### src/rtl/ppc_pkg.sv
package ppc_pkg;
  typedef enum logic [1:0] {
    ACT_HOLD = 2'd0,
    ACT_STEP = 2'd1,
    ACT_CALL = 2'd2,
    ACT_RET  = 2'd3
  } pc_act_e;
endpackage

### src/rtl/ppc_seq_ctl.sv
// Decides the action of each instruction cycle and owns the flush cycle
// that follows every change of control flow.
module ppc_seq_ctl
  import ppc_pkg::*;
(
  input  logic    clk,
  input  logic    rst,
  input  logic    step,
  input  logic    call_go,
  input  logic    ret_go,
  output pc_act_e act,
  output logic    flush
);
  logic flush_q;

  // Call outranks return; the dead cycle swallows every strobe.
  always_comb begin
    if (rst || flush_q)   act = ACT_HOLD;
    else if (call_go)     act = ACT_CALL;
    else if (ret_go)      act = ACT_RET;
    else if (step)        act = ACT_STEP;
    else                  act = ACT_HOLD;
  end

  always_ff @(posedge clk) begin
    if (rst) flush_q <= 1'b0;
    else     flush_q <= (act == ACT_CALL) || (act == ACT_RET);
  end

  assign flush = flush_q;
endmodule

### src/rtl/ppc_ret_stack.sv
// Circular return-address stack. DEPTH must be a power of two so that
// the pointer wraps on its own; a push into a full stack overwrites the
// oldest entry.
module ppc_ret_stack #(
  parameter int DEPTH  = 8,
  parameter int DATA_W = 13,
  localparam int PTR_W = (DEPTH > 1) ? $clog2(DEPTH) : 1
) (
  input  logic              clk,
  input  logic              rst,
  input  logic              push,
  input  logic              pop,
  input  logic [DATA_W-1:0] push_data,
  output logic [DATA_W-1:0] top_data,
  output logic [PTR_W-1:0]  sp
);
  logic [DATA_W-1:0] slots [DEPTH];
  logic [PTR_W-1:0]  sp_q;
  logic [DEPTH-1:0]  slot_we;
  logic [PTR_W-1:0]  rd_idx;

  // One write enable per slot, selected by the pointer.
  for (genvar g = 0; g < DEPTH; g++) begin : g_we
    assign slot_we[g] = push && (sp_q == PTR_W'(g));
  end

  always_ff @(posedge clk) begin
    if (rst) begin
      for (int i = 0; i < DEPTH; i++) slots[i] <= '0;
    end else begin
      for (int i = 0; i < DEPTH; i++)
        if (slot_we[i]) slots[i] <= push_data;
    end
  end

  always_ff @(posedge clk) begin
    if (rst)       sp_q <= '0;
    else if (push) sp_q <= sp_q + PTR_W'(1);
    else if (pop)  sp_q <= sp_q - PTR_W'(1);
  end

  assign rd_idx   = sp_q - PTR_W'(1);
  assign top_data = slots[rd_idx];
  assign sp       = sp_q;
endmodule

### src/rtl/ppc_pc_path.sv
// The PC register and the arithmetic that forms its next value.
module ppc_pc_path
  import ppc_pkg::*;
#(
  parameter int ADDR_W   = 13,
  parameter int IMM_W    = 11,
  parameter int LATCH_W  = 8,
  parameter int PAGE_LSB = 3,
  localparam int PAGE_W  = ADDR_W - IMM_W
) (
  input  logic               clk,
  input  logic               rst,
  input  pc_act_e            act,
  input  logic [IMM_W-1:0]   imm,
  input  logic [LATCH_W-1:0] page_latch,
  input  logic [ADDR_W-1:0]  pop_addr,
  output logic [ADDR_W-1:0]  pc,
  output logic [ADDR_W-1:0]  ret_addr
);
  logic [ADDR_W-1:0] pc_q;
  logic [ADDR_W-1:0] pc_d;

  // The next sequential address, wrapping at the top of the space.
  function automatic logic [ADDR_W-1:0] f_seq(input logic [ADDR_W-1:0] a);
    return a + ADDR_W'(1);
  endfunction

  // Page bits on top, in-page immediate below.
  function automatic logic [ADDR_W-1:0] f_target(
    input logic [LATCH_W-1:0] latch,
    input logic [IMM_W-1:0]   k
  );
    return {latch[PAGE_LSB +: PAGE_W], k};
  endfunction

  always_comb begin
    unique case (act)
      ACT_STEP: pc_d = f_seq(pc_q);
      ACT_CALL: pc_d = f_target(page_latch, imm);
      ACT_RET:  pc_d = pop_addr;
      default:  pc_d = pc_q;
    endcase
  end

  always_ff @(posedge clk) begin
    if (rst) pc_q <= '0;
    else     pc_q <= pc_d;
  end

  assign pc       = pc_q;
  assign ret_addr = f_seq(pc_q);
endmodule

### src/rtl/paged_pc_unit.sv
module paged_pc_unit
  import ppc_pkg::*;
#(
  parameter int ADDR_W   = 13,
  parameter int IMM_W    = 11,
  parameter int LATCH_W  = 8,
  parameter int PAGE_LSB = 3,
  parameter int DEPTH    = 8,
  localparam int PTR_W   = (DEPTH > 1) ? $clog2(DEPTH) : 1
) (
  input  logic               clk,
  input  logic               rst,
  input  logic               step,
  input  logic               call_go,
  input  logic               ret_go,
  input  logic [IMM_W-1:0]   call_imm,
  input  logic [LATCH_W-1:0] page_latch,
  output logic [ADDR_W-1:0]  fetch_addr,
  output logic               flush
);
  pc_act_e           act;
  logic [ADDR_W-1:0] pop_addr;
  logic [ADDR_W-1:0] ret_addr;
  logic [PTR_W-1:0]  sp;

  // Events brought out by name for the checker.
  logic call_fire, ret_fire, step_fire;
  assign call_fire = (act == ACT_CALL);
  assign ret_fire  = (act == ACT_RET);
  assign step_fire = (act == ACT_STEP);

  ppc_seq_ctl u_ctl (
    .clk     (clk),
    .rst     (rst),
    .step    (step),
    .call_go (call_go),
    .ret_go  (ret_go),
    .act     (act),
    .flush   (flush)
  );

  ppc_ret_stack #(.DEPTH(DEPTH), .DATA_W(ADDR_W)) u_stack (
    .clk       (clk),
    .rst       (rst),
    .push      (call_fire),
    .pop       (ret_fire),
    .push_data (ret_addr),
    .top_data  (pop_addr),
    .sp        (sp)
  );

  ppc_pc_path #(
    .ADDR_W(ADDR_W), .IMM_W(IMM_W), .LATCH_W(LATCH_W), .PAGE_LSB(PAGE_LSB)
  ) u_path (
    .clk        (clk),
    .rst        (rst),
    .act        (act),
    .imm        (call_imm),
    .page_latch (page_latch),
    .pop_addr   (pop_addr),
    .pc         (fetch_addr),
    .ret_addr   (ret_addr)
  );
endmodule

### config.mk
export PLATFORM = sky130hd
export DESIGN_NAME = paged_pc_unit
export DESIGN_NICKNAME = d
export VERILOG_FILES = /design/src/rtl/ppc_pkg.sv /design/src/rtl/ppc_seq_ctl.sv /design/src/rtl/ppc_ret_stack.sv /design/src/rtl/ppc_pc_path.sv /design/src/rtl/paged_pc_unit.sv
export SDC_FILE = /design/constraint.sdc
export NUM_CORES = 1
export LEC_CHECK = 0
export CAP_MARGIN = 30
export CORE_UTILIZATION = 50
export DETAILED_ROUTE_END_ITERATION = 8
export PLACE_DENSITY = 0.73
export SYNTH_ARGS = -nofsm -noshare
export SYNTH_HDL_FRONTEND = slang
export SYNTH_SLANG_ARGS = --single-unit
### constraint.sdc
create_clock -name clk -period 3.6 [get_ports clk]
set_input_delay 1.08 -clock clk [delete_from_list [all_inputs] [get_ports clk]]
set_output_delay 1.08 -clock clk [all_outputs]
set_load 0.05 [all_outputs]
### Word-level counts from Yosys, hierarchy flattened

Memories as Yosys holds them, arrays and structs flattened.
Index checks and enable logic that the tools add are counted.

| cells by class | value |
|---|---|
| add/sub/neg operators | 3 |
| equal/unequal tests | 10 |
| multiplexer cells | 41 |
| bitwise operators | 8 |
| reductions and logical operators | 13 |

Operators with widths:

| kind | number |
|---|---|
| two-way mux 13 bit | 8 |
| case mux 13 bit (3 select lines) | 1 |
| two-way mux 1 bit | 27 |
| adder 13 x 1 -> 13 bit, second input constant | 1 |
| equality test 3 bit, second input constant | 4 |
| logical AND 1 bit | 8 |
| OR 1 bit | 8 |
| equality test 3 x 2 -> 1 bit, second input constant | 2 |
| two-way mux 2 bit | 3 |
| two-way mux 3 bit | 2 |
| equality test 2 bit, second input constant | 2 |
| adder 3 x 1 -> 3 bit, second input constant | 1 |
| equality test 3 x 1 -> 1 bit, second input constant | 1 |
| zero test 3 bit | 1 |
| nonzero test 3 bit | 1 |
| subtractor 3 x 1 -> 3 bit, second input constant | 1 |
| equality test 2 x 1 -> 1 bit, second input constant | 1 |
| logical OR 1 bit | 2 |
| nonzero test 2 bit | 1 |

| storage, ports and cells | value |
|---|---|
| flip-flop bits (word level) | 17 |
| memory bits (writable) | 104 |
| word-level logic and storage cells | 79 |
| memories kept | 1 |

Memory list:

| memory | words | width | rd ports | clocked after memory_dff | wr ports | RTL line | text |
|---|---|---|---|---|---|---|---|
| u_stack.slots | 8 | 13 | 1 | 0 | 8 | ppc_ret_stack.sv:17 | `logic [DATA_W-1:0] slots [DEPTH];` |

### Logic depth before layout (Yosys ltp)

Gate-level depths: netlist (run 1).

| depth | value |
|---|---|
| depth in word-level cells | 10 |
| depth in mapped cells | 11 |
| gate-level depth less buffers | 7 |

### By module

A second synthesis (run 1) with hierarchy kept.

| second synthesis, totals | value |
|---|---|
| cell total of the unflattened synthesis | 532 |
| area total of the unflattened synthesis | 6037.0 um^2 |

Modules (own cells, without submodules):

| module | instances | cells an instance | area each (um^2) |
|---|---|---|---|
| ppc_ret_stack | 1 | 390 | 4887.2 |
| ppc_pc_path | 1 | 134 | 1083.5 |
| ppc_seq_ctl | 1 | 6 | 50.0 |
| paged_pc_unit | 1 | 2 | 16.3 |

### Least setup slack after synthesis (run 1)

No wires, ideal clock.

| timing path | value |
|---|---|
| kind | in2reg |
| start point | input rst |
| end point | memory u_stack.slots[3][0] (enable) |
| library setup time | 0.356 ns |
| arrival | 2.645 ns |
| required time | 3.244 ns |
| setup slack | 0.600 ns |
| cell stages on the path | 7 |
| path through | nor2_1 > and2_1 > clkbuf_1 > clkbuf_1 > nand2_1 > clkbuf_1 > nand2_1 |

RTL lines:

| element | RTL line | text |
|---|---|---|
| from (decl) | paged_pc_unit.sv:12 | `input logic rst,` |
| to (decl) | ppc_ret_stack.sv:17 |  |

### Final worst setup path (run 1)

| timing path | value |
|---|---|
| start point | register u_path.pc_q[7] (netlist: u_path.pc[7]) |
| end point | output fetch_addr[7] |

RTL lines:

| element | RTL line | text |
|---|---|---|
| from (decl) | ppc_pc_path.sv:20 | `logic [ADDR_W-1:0] pc_q;` |
| from (signal assigned) | ppc_pc_path.sv:47 | `else pc_q <= pc_d;` |
| to (decl) | paged_pc_unit.sv:18 | `output logic [ADDR_W-1:0] fetch_addr,` |

No word-level cell between the ends.

==> summary.md, run 1 <==
| Metric | Value |
|---|---|
| Synth unique cells | `47` |
| Post-layout util | `between 60% and 70%` |
| Max_slew headroom | `54.9%` |
| DP HPWL | `about 9.1 mm` |
| Unrepaired setup endpoints after global routing | `no` |
| Routed WL per cell | `20.3 µm` |
| Max-cap viol count | `0` |
| Post-CTS Hold Buffers | `0` |
| DR vias/cell | `6.05` |
| CTS root buf | `clkbuf_16` |
| Main combinational cell family by area after synthesis | `simple AND/OR/NAND/NOR gates` |
| Largest net degree at the start of global routing | `26` |
| CTS Buffer Depth | `2` |
| CTS Sinks | `between 100 and 150` |
| CTS Buf Count | `17` |
| Maximum fanout along the worst path | `8` |
| Vert. Die Dim | `108 µm` |
| Status | `complete, no violations` |
| Post-Syn Area | `roughly 5700 µm²` |
| Critical path endpoint category | `primary output` |
| Synth Instances | `about 480` |
| Final setup fails | `0` |
| EDFF count, synth | `104` |
| Initial Util | `between 50% and 60%` |
| Antenna Violating Nets Remaining | `0` |
| Xor/xnor share of the synthesized area | `under 10%` |
| Register bit total from synthesis | `between 100 and 150` |
| Critical Path AT | `1.80 ns` |
| Mux contribution to synthesized area | `under 10%` |
| Reg clk slew, reported paths | `around 0.06 ns` |
| Fraction of registers with async set/reset | `0%` |
| Cells along the critical path | `clkdlybuf4s50_1` |
| GR Overflow Total | `0` |
| P&R area growth vs syn | `19.7%` |
| Ys Warns | `0` |
| Core area | `10900 µm²` |
| Hold Path Class | `flip-flop to flip-flop` |
| Setup skew after layout | `0.00632 ns` |
| Register area share after synthesis | `about three fifths` |
| Startpoint Class | `flip-flop` |
| CTS resizes | `0` |
| Initial antenna violation count | `0` |
| Adder-cell share of the synthesized area | `under 10%` |
| Kind of critical path | `flip-flop to primary output` |
| Slew @ Worst Pin | `between 0.6 and 0.7 ns` |
| Slowest-stage cell, CP | `clkdlybuf4s50_1` |
| Post-CTS setup buffers | `0` |
| H-tree level count | `4` |
| Tmin final | `approximately 2.9 ns` |
| Ant. Diodes | `0` |
| All-Layer GR Usage | `approximately a quarter` |
| Initial DRC count | `~470` |
| Worst-Skew Late Latency | `roughly 0.40 ns` |
| IO Count | `38` |
| Top Family by Delay on Critical Path | `buffers and inverters` |
| Post-route DRC | `0` |
| Die width | `about 110 µm` |
| Via Count | `around 4100` |
| Setup tns final | `0 ns` |
| Global-route wire length before repair | `~22 mm` |
| P per Cell Area | `approximately 580 nW/µm²` |
| Share of cells above drive strength 1 | `around 16%` |
| CTS tree | `built` |
| VDD IR max | `406 µV` |
| Achievable Freq | `347 MHz` |
| Tcrit/Tclk final | `around 80%` |
| I/O Buffers | `31` |
| Slew Viols, Final | `0` |
| Post-synth top flop | `edfxtp_1` |
| Nets@finish | `550` |
| RD Place Congestion | `approximately 0.96` |
| DIE AREA | `11700 µm²` |
| Required time of the worst setup path | `2.52 ns` |
| Syn Area/Cell | `between 10 and 15 µm²` |
| Compound-Gate Fraction of Synth Area | `about 7.3%` |
| Vias in the first global route | `~4100` |
| Static Leak | `about 0.0025 µW` |
| Final hold violations | `0` |
| DR pass1 iterations | `6` |
| Rows | `38` |
| Critical Path Max Stage Delay | `between 0.8 and 0.9 ns` |
| Synth Net Count | `510` |
| Post-Route WL | `between 10 and 15 mm` |
| Post-Synth Simple-Gate Area | `approximately 14%` |
| WP buf/inv | `1` |
## per-stage QoR
stage	cell area [µm²]	instances	setup WS [ns]	hold slack, ns	power [µW]
2_1_floorplan	5660	478	0.600	0.593	2050
3_3_place_gp	6190	639	0.452	0.547	2230
3_5_place_dp	6190	639	0.432	0.550	2240
4_1_cts	6770	671	0.728	0.561	3900
5_1_grt	6770	671	0.671	0.595	4020
6_report	6770	671	0.720	0.560	3900
## sequential cells by signal, indices dropped and copies added (netlist names)
register       count
u_stack.slots    104
u_stack.sp         3
u_path.pc         13
u_ctl.flush        1
## cell usage after synthesis, types with 4 or more instances
cell	instances	area share, %
mux2i_1	14	2.5
nand3_1	12	1.1
inv_1	22	1.5
a22oi_1	4	0.53
nor3_1	8	0.71
a211oi_1	4	0.53
mux4_2	18	7.2
clkbuf_1	27	1.8
dfxtp_1	17	6.0
nor2_1	101	6.7
o21ai_0	6	0.53
nand2_1	42	2.8
edfxtp_1	104	55
ha_1	8	1.8
a2111oi_0	6	0.93
a21oi_1	17	1.5
or3_1	5	0.55
xnor2_1	8	1.2
or2_2	8	0.88
xor2_1	4	0.62
## power breakdown
part	total, µW	internal, µW	switching [µW]
clock network	1680	1070	602
logic	569	220	348
registers	1650	1610	48.5
total	3900	2900	999
## cell usage in the layout (no fill, tap or decap), types with 4 or more instances in the layout
cell	instances
a21oi_1	17
mux2i_1	14
a211oi_1	4
mux4_2	18
inv_1	22
dfxtp_1	17
or3_1	5
clkbuf_16	17
a2111oi_0	6
o21ai_0	6
edfxtp_1	104
xor2_1	4
buf_4	24
a22oi_1	4
ha_1	8
or2_2	8
clkinv_2	5
clkdlybuf4s50_1	31
nor2_1	101
nor3_1	8
nand2_1	42
nand3_1	12
xnor2_1	8
## logic make-up (layout without fill, tap and decap cells)
logic type | count (synthesis) | after routing
muxes | 32 | 32
adders and majority gates | 8 | 8
DFF | 121 | 121
AOI/OAI and AO/OA | 59 | 59
and+or+nand+nor | 190 | 190
xor gates and xnor gates | 12 | 12
buffers and inverters | 56 | 109
## worst paths after layout
path / startpoint / cells after the start / slack [ns] / end
hold / removal: u_path.pc[4] / 2 / 0.56 / u_path.pc[4]
hold reg to reg: u_path.pc[4] / 2 / 0.56 / u_path.pc[4]
setup / recovery: u_path.pc[7] / 1 / 0.72 / fetch_addr[7]
setup reg to reg: u_path.pc[2] / 5 / 1.14 / u_stack.slots[6][12]
## area by class of cell
type	instances	area, µm²
inverters	22	82.6
multi-input cells	301	1980
repair buffers	55	490
fillers	842	4160
clock buffers	17	425
flip-flops and latches	121	3460
clock inverters	15	158
well taps	140	175
## layer usage
layer | global-route usage (%) | vias up | part of all wire, %
li1 | - | 1815 | -
met1 | 33.0 | 2018 | 42
met2 | 42.1 | 199 | 49
met3 | 6.93 | 29 | 7.8
met4 | 8.49 | 0 | 1.6
met5 | 0 | - | 0
Power figures use the tool's default switching activity.
==> inputs of run 2 (changes only) <==
==> constraint.sdc (replaced) <==
create_clock -name clk -period 2.89 [get_ports clk]
set_input_delay 0.867 -clock clk [delete_from_list [all_inputs] [get_ports clk]]
set_output_delay 0.867 -clock clk [all_outputs]
set_load 0.05 [all_outputs]
==> run 2 against run 1 <==
  * Sequential share of layout area shrank 0.86 points
  * Sequential power grew 25%
  * Register-to-register slack got worse by 0.70 ns
  * Combinational power is 33% higher
  * Largest cell class unchanged
  * Highest routed layer unchanged
==> summary.md, run 2 (synthesized netlist as in run 1, its figures left out) <==
| Metric | Value |
|---|---|
| Hold slack | `0.564 ns (+0.00448 ns)` |
| Achievable Freq | `369 MHz` |
| CTS root buf | `clkbuf_16` |
| Tmin final | `2.71 ns` |
| GRT busiest layer | `met2` |
| GR Overflow Total | `0 (unchanged)` |
| Rows | `38 (unchanged)` |
| Slowest-stage cell, CP | `clkdlybuf4s50_1` |
| Slew @ Worst Pin | `0.648 ns (-0.0261 ns)` |
| Status | `complete, no violations` |
| # fillers | `809 (-3.9%)` |
| DP HPWL | `9.55 mm (+5.5%)` |
| Switch share | `25.5% (-0.13 points)` |
| Most frequent cells in the layout | `edfxtp_1, nor2_1, nand2_1, buf_4, clkdlybuf4s50_1` |
| Nets@finish | `565 (+2.7%)` |
| I/O Buffers | `31 (unchanged)` |
| VDD IR max | `400 µV (-1.6%)` |
| Critical path endpoint category | `primary output` |
| Antenna Violating Nets Remaining | `0 (unchanged)` |
| Die width | `108 µm (unchanged)` |
| Slew Viols, Final | `0 (unchanged)` |
| Global-route wire length before repair | `21.4 mm (-2.1%)` |
| H-tree level count | `4 (unchanged)` |
| WP buf/inv | `1 (unchanged)` |
| Post-Route WL | `14.0 mm (+2.7%)` |
| Required time of the worst setup path | `2.02 ns (-0.50 ns)` |
| Proportion of power drawn by combinational gates | `15.8% (+1.2 points)` |
| Biggest register | `u_stack.slots` |
| Final setup fails | `0 (unchanged)` |
| Final hold violations | `0 (unchanged)` |
| Static Leak | `0.00253 µW (+2.9%)` |
| DR vias/cell | `5.86 (-3.2%)` |
| P per Cell Area | `694 nW/µm² (+21%)` |
| Core area | `10900 µm² (unchanged)` |
| Ant. Diodes | `0 (unchanged)` |
| Via Count | `4020 (-1.0%)` |
| IO Count | `38 (unchanged)` |
| Commonest non-fill, non-tap cell in the layout | `edfxtp_1` |
| Vias in the first global route | `4013 (-1.5%)` |
| Post-CTS Hold Buffers | `0 (unchanged)` |
| Worst-Skew Late Latency | `0.40 ns (about the same)` |
| Critical Path AT | `1.85 ns (+0.05 ns)` |
| Sequential share of power | `43.1% (+0.7 points)` |
| Top Family by Delay on Critical Path | `buffers and inverters` |
| Initial DRC count | `400 (-14%)` |
| Initial Util | `51.7% (unchanged)` |
| Grt met3 use | `6.81% (-0.12 points)` |
| Maximum fanout along the worst path | `9 (+1)` |
| DIE AREA | `11700 µm² (unchanged)` |
| Initial antenna violation count | `0 (unchanged)` |
| Setup tns final | `0 ns (unchanged)` |
| RD Place Congestion | `0.935 (-2.2%)` |
| Kind of critical path | `flip-flop to primary output` |
| CTS Buffer Depth | `2 (unchanged)` |
| Met2 usage | `41.9% (-0.23 points)` |
| CTS resizes | `0 (unchanged)` |
| Number of flip-flops in the largest register | `104 (unchanged)` |
| Max-cap viol count | `0 (unchanged)` |
| CTS tree | `built` |
| Setup skew after layout | `0.00577 ns (-0.000557 ns)` |
| Routed WL per cell | `20.4 µm (+0.41%)` |
| CTS Sinks | `121 (unchanged)` |
| M1 GR Usage | `31.6% (-1.4 points)` |
| P&R area growth vs syn | `21.8%` |
| Post-CTS setup buffers | `0 (unchanged)` |
| Area after DPL | `6340 µm² (+2.4%)` |
| Pint | `3560 µW (+23%)` |
| Hold Path Class | `flip-flop to flip-flop` |
| Reg clk slew, reported paths | `0.05 ns (about the same)` |
| Setup WS post-layout | `0.178 ns (-0.542 ns)` |
| Tcrit/Tclk final | `93.8%` |
| Post-route DRC | `0 (unchanged)` |
| CTS Buf Count | `17 (unchanged)` |
| Max_slew headroom | `56.5% (+1.6 points)` |
| Startpoint Class | `flip-flop` |
| Vert. Die Dim | `108 µm (unchanged)` |
| Final Cell Area | `6890 µm² (+1.7%)` |
| Largest net degree at the start of global routing | `27 (+3.8%)` |
| Clock share of power | `41.1% (-1.9 points)` |
| Net switching power | `1220 µW (+22%)` |
| Total power | `4780 µW (+23%)` |
| Unrepaired setup endpoints after global routing | `no` |
| Cells along the critical path | `clkdlybuf4s50_1` |
| Critical Path Max Stage Delay | `0.88 ns (about the same)` |
| Share of cells above drive strength 1 | `17.6% (+2.0 points)` |
| All-Layer GR Usage | `25.5% (-0.17 points)` |
| Pre-CTS setup slack | `0.166 ns (-0.266 ns)` |
| DR pass1 iterations | `5 (-1)` |
-- run 2: cell count changes in the layout (fill, tap and decap cells not counted), sizes merged --
| cell | before | now |
|---|---|---|
| buf | 24 | 39 |
| bufinv | 3 | 2 |
| clkbuf | 17 | 21 |
| clkinv | 8 | 7 |
| clkinvlp | 3 | 2 |
| inv | 23 | 22 |
-- run 2: layer usage --
metal  share of wire [%]  wire (µm)  vias to the layer above
li1                    -          -                     1841
met1                  39       5420                     1979
met2                  51       7120                      179
met3                 8.0       1120                       21
met4                 2.3        319                        0
met5                   0          0                        -
-- run 2: power groups by stage --
stage | Combinational [µW] | Clock [µW] | Sequential [µW]
after floorplan | 414 | 0 | 2140
after global placement | 732 | 0 | 2080
after detailed placement | 742 | 0 | 2090
after CTS | 753 | 1980 | 2060
after global routing | 810 | 2050 | 2070
final | 756 | 1970 | 2060
-- run 2: path summary, 6_finish.rpt --
path                      from              endpoint  slack [ns]  cells after the start
setup / recovery  u_path.pc[0]         fetch_addr[0]        0.18                      1
hold reg to reg   u_path.pc[6]          u_path.pc[6]        0.56                      1
hold / removal    u_path.pc[6]          u_path.pc[6]        0.56                      1
setup reg to reg  u_path.pc[3]  u_stack.slots[6][12]        0.44                      5
-- run 2: worst register-to-register path: cells and delay by family, from the launching register on --
family,cells,cell delay (ns)
AO/OA/AOI/OAI,2,0.85
buffers and inverters,1,0.13
flip-flops,1,0.45
AND/OR/NAND/NOR,2,0.72
-- run 2: area by class of cell --
| cell class | count | area, µm² | share of cell area, % |
|---|---|---|---|
| clock inverters | 11 | 109 | 1.58 |
| clock buffers | 21 | 440 | 6.39 |
| inverters | 22 | 82.6 | 1.20 |
| flip-flops and latches | 121 | 3460 | 50.3 |
| multi-input cells | 301 | 1980 | 28.7 |
| repair buffers | 70 | 641 | 9.30 |
| well taps | 140 | 175 | 2.54 |
-- run 2: through the flow --
| step | instances | util [%] |
|---|---|---|
| 2_1_floorplan | 478 | - |
| 3_3_place_gp | 654 | 58.0 |
| 3_5_place_dp | 654 | 58.0 |
| 4_1_cts | 686 | 63.0 |
| 5_1_grt | 686 | 63.0 |
| 6_report | 686 | 63.0 |
